===== config.mk =====
export PLATFORM = sky130hd
export DESIGN_NAME = ring_wake_filter
export DESIGN_NICKNAME = d
export VERILOG_FILES = /design/src/rtl/ring_filt_pkg.sv /design/src/rtl/ring_sel_reg.sv /design/src/rtl/ring_edge_sync.sv /design/src/rtl/ring_train_qual.sv /design/src/rtl/ring_wake_filter.sv
export SDC_FILE = /design/constraint.sdc
export NUM_CORES = 1
export LEC_CHECK = 0
export BUFFER_PORTS_ARGS = -buffer_cell sky130_fd_sc_hd__buf_2
export CAP_MARGIN = 20
export CORE_ASPECT_RATIO = 1.2
export CORE_MARGIN = 4
export CORE_UTILIZATION = 53
export DETAILED_ROUTE_END_ITERATION = 8
export PLACE_DENSITY = 0.84
export SETUP_SLACK_MARGIN = 0.1
export SLEW_MARGIN = 30
export SYNTH_ARGS = -nofsm -noshare
export SYNTH_HDL_FRONTEND = slang
export SYNTH_SLANG_ARGS = --single-unit

===== constraint.sdc =====
create_clock -name clk -period 1.72 [get_ports clk]
set_clock_uncertainty 0.2 [all_clocks]
set_input_delay 0.344 -clock clk [delete_from_list [all_inputs] [get_ports clk]]
set_output_delay 0.344 -clock clk [all_outputs]
set_load 0.02 [all_outputs]

===== src/rtl/ring_filt_pkg.sv =====
package ring_filt_pkg;

  typedef enum logic {
    MODE_EDGE  = 1'b0,
    MODE_TRAIN = 1'b1
  } ring_mode_e;

  // longest fall-to-fall spacing, in ticks, that still counts as toggling
  function automatic int unsigned gap_ticks(input int unsigned tick_hz,
                                            input int unsigned min_hz);
    return (tick_hz + min_hz - 1) / min_hz;
  endfunction

  // qualification time in ticks
  function automatic int unsigned qual_ticks(input int unsigned tick_hz,
                                             input int unsigned ms);
    return (tick_hz * ms) / 1000;
  endfunction

endpackage


===== src/rtl/ring_sel_reg.sv =====
module ring_sel_reg #(
  parameter int unsigned CH    = 3,
  parameter logic [7:0]  INDEX = 8'hC6
) (
  input  logic          clk,
  input  logic          rst_n,
  input  logic          wr_i,
  input  logic [7:0]    addr_i,
  input  logic [7:0]    wdata_i,
  output logic [7:0]    rdata_o,
  output logic [CH-1:0] sel_o
);
  logic hit;
  assign hit = (addr_i == INDEX);

  always_ff @(posedge clk or negedge rst_n) begin
    if (!rst_n)          sel_o <= '0;
    else if (wr_i && hit) sel_o <= wdata_i[CH-1:0];
  end

  assign rdata_o = hit ? {{(8-CH){1'b0}}, sel_o} : 8'h00;

  p_write_takes_r1: assert property (@(posedge clk) disable iff (!rst_n)
    (wr_i && hit) |=> (sel_o == $past(wdata_i[CH-1:0])));
  p_foreign_write_r1: assert property (@(posedge clk) disable iff (!rst_n)
    (wr_i && !hit) |=> $stable(sel_o));
endmodule


===== src/rtl/ring_edge_sync.sv =====
module ring_edge_sync (
  input  logic clk,
  input  logic rst_n,
  input  logic pin_n_i,
  output logic fall_o
);
  logic meta_q, sync_q, prev_q;

  always_ff @(posedge clk or negedge rst_n) begin
    if (!rst_n) begin
      meta_q <= 1'b1;
      sync_q <= 1'b1;
      prev_q <= 1'b1;
    end else begin
      meta_q <= pin_n_i;
      sync_q <= meta_q;
      prev_q <= sync_q;
    end
  end

  assign fall_o = prev_q & ~sync_q;

  p_fall_single_r3: assert property (@(posedge clk) disable iff (!rst_n)
    fall_o |=> !fall_o);
endmodule


===== src/rtl/ring_train_qual.sv =====
module ring_train_qual #(
  parameter int unsigned GAP_TICKS  = 67,
  parameter int unsigned QUAL_TICKS = 200
) (
  input  logic clk,
  input  logic rst_n,
  input  logic fall_i,
  input  logic train_mode_i,
  output logic out_n_o
);
  localparam int unsigned GW = $clog2(GAP_TICKS + 1);
  localparam int unsigned QW = $clog2(QUAL_TICKS + 1);
  localparam logic [GW-1:0] GAP_LAST = GW'(GAP_TICKS - 1);
  localparam logic [QW-1:0] QUAL_MAX = QW'(QUAL_TICKS);

  logic          alive_q;
  logic [GW-1:0] gap_q;
  logic [QW-1:0] qual_q;
  logic          gap_expire;
  logic          qualified;
  logic [QW-1:0] qual_step;

  assign gap_expire = alive_q && !fall_i && (gap_q == GAP_LAST);
  assign qual_step  = (qual_q == QUAL_MAX) ? qual_q : qual_q + QW'(1);
  assign qualified  = alive_q && (qual_q == QUAL_MAX);

  always_ff @(posedge clk or negedge rst_n) begin
    if (!rst_n) begin
      alive_q <= 1'b0;
      gap_q   <= '0;
      qual_q  <= '0;
    end else if (fall_i) begin
      alive_q <= 1'b1;
      gap_q   <= '0;
      qual_q  <= alive_q ? qual_step : '0;
    end else if (gap_expire) begin
      alive_q <= 1'b0;
      gap_q   <= '0;
      qual_q  <= '0;
    end else if (alive_q) begin
      gap_q   <= gap_q + GW'(1);
      qual_q  <= qual_step;
    end
  end

  always_ff @(posedge clk or negedge rst_n) begin
    if (!rst_n)       out_n_o <= 1'b1;
    else if (train_mode_i) out_n_o <= !qualified;
    else              out_n_o <= !fall_i;
  end

  p_gap_bound_r4: assert property (@(posedge clk) disable iff (!rst_n)
    alive_q |-> (gap_q < GW'(GAP_TICKS)));
  p_fall_beats_expiry_r4: assert property (@(posedge clk) disable iff (!rst_n)
    (fall_i && alive_q && gap_q == GAP_LAST) |=> alive_q);
  p_qualify_low_r5: assert property (@(posedge clk) disable iff (!rst_n)
    (train_mode_i && qualified) |=> !out_n_o);
  p_release_high_r6: assert property (@(posedge clk) disable iff (!rst_n)
    (train_mode_i && $fell(alive_q)) |=> out_n_o);
  p_restart_r7: assert property (@(posedge clk) disable iff (!rst_n)
    (fall_i && !alive_q) |=> (qual_q == '0));
  p_edge_one_cycle_r3: assert property (@(posedge clk) disable iff (!rst_n)
    (!train_mode_i && !out_n_o) |=> (out_n_o || train_mode_i));
endmodule


===== src/rtl/ring_wake_filter.sv =====
module ring_wake_filter #(
  parameter int unsigned TICK_HZ     = 1000,
  parameter int unsigned MIN_RING_HZ = 15,
  parameter int unsigned QUAL_MS     = 200,
  parameter logic [7:0]  SEL_INDEX   = 8'hC6
) (
  input  logic       clk,
  input  logic       rst_n,
  input  logic       cfg_wr,
  input  logic [7:0] cfg_addr,
  input  logic [7:0] cfg_wdata,
  output logic [7:0] cfg_rdata,
  input  logic [2:0] ring_in_n,
  output logic [2:0] ring_out_n
);
  import ring_filt_pkg::*;

  localparam int unsigned NCH        = 3;
  localparam int unsigned GAP_TICKS  = gap_ticks(TICK_HZ, MIN_RING_HZ);
  localparam int unsigned QUAL_TICKS = qual_ticks(TICK_HZ, QUAL_MS);

  logic [NCH-1:0] sel;
  logic [NCH-1:0] fall;

  ring_sel_reg #(.CH(NCH), .INDEX(SEL_INDEX)) u_sel (
    .clk     (clk),
    .rst_n   (rst_n),
    .wr_i    (cfg_wr),
    .addr_i  (cfg_addr),
    .wdata_i (cfg_wdata),
    .rdata_o (cfg_rdata),
    .sel_o   (sel)
  );

  for (genvar g = 0; g < NCH; g++) begin : g_ch
    ring_mode_e mode;
    assign mode = ring_mode_e'(sel[g]);

    ring_edge_sync u_sync (
      .clk     (clk),
      .rst_n   (rst_n),
      .pin_n_i (ring_in_n[g]),
      .fall_o  (fall[g])
    );

    ring_train_qual #(.GAP_TICKS(GAP_TICKS), .QUAL_TICKS(QUAL_TICKS)) u_qual (
      .clk          (clk),
      .rst_n        (rst_n),
      .fall_i       (fall[g]),
      .train_mode_i (mode == MODE_TRAIN),
      .out_n_o      (ring_out_n[g])
    );
  end

  p_rsvd_zero_r2: assert property (@(posedge clk) disable iff (!rst_n)
    cfg_rdata[7:3] == 5'd0);
endmodule


* Word-level counts from Yosys, hierarchy flattened
Cells that the tools add are included.
Cells by class: add/subtract/negate cells 6, $mul 0, divide/modulo/power cells 0, $lt $le $gt $ge 0, equal/unequal tests 7, shift-type cells 0, muxes and demuxes 34, bitwise operators 6, reductions and logical operators 22
Operator list (number):
- $mux W8 | 15
- $mux W7 | 9
- $eq A8 B8 Y1 const B | 4
- $add A8 B1 Y8 const B | 3
- $add A7 B1 Y7 const B | 3
- $eq A7 B7 Y1 const B | 3
- $logic_and A1 B1 Y1 | 10
- $mux W1 | 9
- $reduce_bool A3 Y1 | 3
- $logic_not A1 Y1 | 6
- $reduce_bool A2 Y1 | 3
- $and A1 B1 Y1 | 3
- $mux W3 | 1
- $not A1 Y1 | 3
Storage, ports and cells: register bits 63, latch bits 0, bits in writable memories 0, memory bits (read-only) 0, bits of input ports 22, output and inout bits 11, logic and storage cells 97, memories 0

* Depth between registers and ports, before layout
depth in word-level cells 7, depth in mapped cells 7, mapped depth without buffers 6

* Modules after synthesis
A second synthesis with hierarchy kept.
Second synthesis, totals: cell total of the unflattened synthesis 328, area total of the unflattened synthesis 3353.2 um^2
By module, submodules not included:
- ring_train_qual (g_ch[1].u_qual ...) | times used 2, cells each 99, area each 958.4 um^2, sequential area each 426.7 um^2
- ring_train_qual (g_ch[0].u_qual) | times used 1, cells each 97, area each 935.9 um^2, sequential area each 426.7 um^2
- ring_edge_sync | times used 3, cells each 4, area each 92.6 um^2, sequential area each 78.8 um^2
- ring_sel_reg | times used 1, cells each 21, area each 222.7 um^2, sequential area each 75.1 um^2

* Worst setup path before layout
OpenSTA, ideal clock, no wires.
kind register to register, start point register g_ch[1].u_qual.gap_q[0], end point register g_ch[1].u_qual.qual_q[4], setup time 0.079 ns, arrival time 1.502 ns, required time 1.441 ns, path slack -0.062 ns, cell stages (with the launch flop) 7, buffers on the path 0, cell sequence dfrtp_1 -> inv_1 -> ha_1 -> and4bb_4 -> a31o_4 -> or3_1 -> mux2i_1
On the way: longest elaborated chain between the ends 4, elaborated cells between the ends (all ways) 5
RTL lines:
- start, declared | line ring_train_qual.sv:17 | logic [GW-1:0] gap_q;
- start signal, assigned | line ring_train_qual.sv:41 | gap_q <= gap_q + GW'(1);
- $eq A7 B7 Y1 * | line ring_train_qual.sv:23 | assign gap_expire = alive_q && !fall_i && (gap_q == GAP_LAST);
- $logic_and A1 B1 Y1 * | line ring_train_qual.sv:23
- $mux W8 | line ring_train_qual.sv:36 | end else if (gap_expire) begin
- $mux W8 | line ring_train_qual.sv:32 | end else if (fall_i) begin
- end signal, assigned | line ring_train_qual.sv:35 | qual_q <= alive_q ? qual_step : '0;
- end signal, assigned | line ring_train_qual.sv:42 | qual_q <= qual_step;
- end, declared | line ring_train_qual.sv:18 | logic [QW-1:0] qual_q;
Every way passes the cells marked *; elsewhere a longest branch is shown, timed or not. A chain may end at the register's enable or synchronous reset.

* Worst setup path in the final report
start point register g_ch[2].u_qual.gap_q[1], end point register g_ch[2].u_qual.gap_q[2]
On the way: longest elaborated chain between the ends 4, elaborated cells between the ends (all ways) 7
RTL lines (line):
- start, declared | ring_train_qual.sv:17
- start signal, assigned | ring_train_qual.sv:41
- $add A7 B1 Y7 / $eq A7 B7 Y1 (equally long branches) | ring_train_qual.sv:41, ring_train_qual.sv:23
- $mux W7 / $logic_and A1 B1 Y1 (equally long branches) | ring_train_qual.sv:40, ring_train_qual.sv:23
- $mux W7 | ring_train_qual.sv:36
- $mux W7 | ring_train_qual.sv:32
Several ways; a longest one is shown, not always the timed one. The select of a mux whose other input is x is not followed.

==> qor.yml <==
setup_path:
  arrival_ns: 1.95
  crit_slowest_cell: "dfrtp_1"
  slowest_delay_ns: 0.39
  critPathRequiredTime_ns: 1.78
  path_class: "reg2reg"
  cp_max_fo: 3
  worstRegToRegCells: 6
  cp_cell_sequence: "ha_2 -> and4bb_4 -> a211oi_2 -> buf_4 -> or2b_1 -> a31oi_1"
  worst-path-buf-inv: 1
  path_delay_family: "simple AND/OR/NAND/NOR gates"
  cp-end-kind: "register"
  start_kind: "register"
  path_depth: 6
die:
  start_util: 0.544
  die_h_um: 94.3
  die_x_um: 79.9
  ios: 33
  fp-row-count: 31
  core_region_area_um2: 6050
  fp.dieArea_um2: 7540
global_route:
  grt_pass1_wl_mm: 13.2
  grt_max_degree: 64
  antenna_found_initial: 0
  grtUsageTotal: 0.224
  grt_pass1_vias: 2881
  overflow: 0
placement:
  globalplace.congestion: 0.803
  portBuffers: 22
  dp.cells: 464
  dpl.hpwl_mm: 4.87
  placed_area_um2: 3830
cells_and_area:
  fill_cells: 366
  syn_to_final_growth_pct: 39.8
  seq_area_um2: 1590
  layout_commonest_cell: "dfrtp_1"
  final_cells: 502
  postLayoutCellArea_um2: 4600
  multi_input_area_um2: 1910
  fin_nets: 449
  final_cell_mix: "51 x dfrtp_1, 45 x buf_4, 30 x nand2_1"
  num_antenna_cells: 0
  drive_gt1_frac: 0.448
power:
  p_per_area_nw_per_um2: 1240
  p_leak_nw: 2.12
  peakVddDrop_mv: 0.855
clock_network:
  insertion_delay_ns: 0.35
  clockBufferDepth: 2
  cts_buffers: 9
  cts.sinks: 63
  root_buffer: "clkbuf_8"
  clk_pin_slew_ns: 0.07
  cts_tree: "yes"
  cts-htree-levels: 3
drt:
  viasPerCell: 5.84
  drc_errors: 0
  vias: 2933
  dr.pass1.iters: 4
  ant_nets: 0
  drtIter0Drc: 189
  routed_wl_mm: 8.42
  routedWlPerCell_um: 16.8
hold_path:
  whs_path_depth: 2
  hold_class: "in2reg"
timing:
  final.min_clock_period_ns: 1.88
  tightestPinTransition_ns: 0.489
  fin_ws_ns: -0.163
  hold_viol_final: 0
  max_freq_mhz: 531
  setup_violations: 30
  finalMaxSlewViolations: 0
  relSlewSlack: 0.671
  fin_crit_sh: 1.09
  rsz0062_at_grt: "true"
logic_synthesis:
  netlist_area_um2: 3290
  ys_ff_latch: 63
  synth_cell_types: 48
  avgSynthCellArea_um2: 10.1
  synth_cells: 325
  yosysSeqAreaShare: 0.483
  ys_warn_count: 0
  asyncSetResetFlopFracSynth: 1.00
  yosys.area.top_type: "dfrtp_1"
  synth.area.top_cells: "dfrtp_1 39%, dfstp_2 9.6%, ha_1 4.6%"
  synth_edf_count: 0
  synth_top_cell_area_share: 0.388
  ys.flop_type: "dfrtp_1"
outcome:
  violations: "negative setup slack"
  status: "finished with violations"
job:
  timing.max_cap.violations: 0
what timing repair did:
action,in CTS,in global routing
hold buffers,4,0
pin swaps,23,24
endpoints found under the hold margin,54,0
setup buffers,9,7
cloned,1,1
setup endpoints to repair,42,48
gates resized for setup,50,31
area by class of cell:
type / count / area share
tap: 82 / 0.0223
timing repair buffer: 85 / 0.156
inverter: 15 / 0.0122
clock inverter: 7 / 0.0212
multi-input combinational: 241 / 0.416
sequential: 63 / 0.346
clock buffer: 9 / 0.0269
through the flow:
step | hold WS, ns | power (mW) | setup slack, ns | TNS (ns) | util
3_5_place_dp | 0.147 | 3.82 | -0.177 | -2.09 | 0.633
6_report | 0.0423 | 5.73 | -0.163 | -1.99 | 0.760
2_1_floorplan | -0.152 | 3.15 | -0.0340 | -0.100 | -
5_1_grt | 0.0299 | 6.08 | -0.234 | -4.35 | 0.760
4_1_cts | 0.0289 | 5.49 | -0.125 | -1.09 | 0.721
3_3_place_gp | 0.147 | 3.70 | -0.129 | -0.940 | 0.633
Yosys cell counts (5+ instances only):
library cell,number
a21o_1,5
a21oi_1,21
a22o_1,7
a31oi_1,22
a41oi_1,6
and3_1,8
buf_4,11
dfrtp_1,51
dfstp_2,12
ha_1,12
inv_1,15
nand2_1,32
nand2b_1,15
nand3_1,25
nor2_1,16
o21ai_0,17
sequential cells by signal, indices dropped and copies added, names as in the netlist:
signal,cells
g_ch.u_qual.qual_q,24
g_ch.u_qual.gap_q,21
g_ch.u_qual.alive_q,3
g_ch.u_qual.out_n_o,3
g_ch.u_sync.meta_q,3
g_ch.u_sync.prev_q,3
g_ch.u_sync.sync_q,3
u_sel.sel_o,3
cells by family after synthesis:
kind of cell	count (synthesis)	synth area share
simple gates	125	0.204
compound gates	90	0.199
flops	63	0.483
buf+inv	26	0.0422
fa+ha+maj	12	0.0456
mux	6	0.0194
xor+xnor	2	0.00532
other cells	1	0.00114
per-layer routing:
layer  global-route usage  vias to the layer above  routed length, um
met5                    0                        -                  0
met4               0.0944                        0                239
met3               0.0525                       23                373
met2                0.377                       95               4330
met1                0.276                     1452               3470
li1                     -                     1363                  -
where the power goes:
group          internal (mW)  switching [mW]  leakage, nW
combinational           1.03           0.992         1.25
clock                  0.817           0.617        0.105
sequential              1.88           0.389        0.762
worst paths after layout:
| path | from | end | slack (ns) |
|---|---|---|---|
| worst min-delay path | cfg_wdata[0] | u_sel.sel_o[0]$_DFFE_PN0P_ | 0.04 |
| worst max register to register | g_ch[2].u_qual.gap_q[1]$_DFFE_PN0P_ | g_ch[2].u_qual.gap_q[2]$_DFFE_PN0P_ | -0.16 |
| min in group asynchronous | rst_n | g_ch[2].u_qual.qual_q[6]$_DFFE_PN0P_ | 0.34 |
| worst max-delay path | g_ch[2].u_qual.gap_q[1]$_DFFE_PN0P_ | g_ch[2].u_qual.gap_q[2]$_DFFE_PN0P_ | -0.16 |
| max in group asynchronous | rst_n | g_ch[2].u_sync.sync_q$_DFF_PN1_ | 0.66 |
| worst min register to register | g_ch[1].u_sync.meta_q$_DFF_PN1_ | g_ch[1].u_sync.sync_q$_DFF_PN1_ | 0.15 |
No activity file was read; power rests on OpenSTA's default activity.
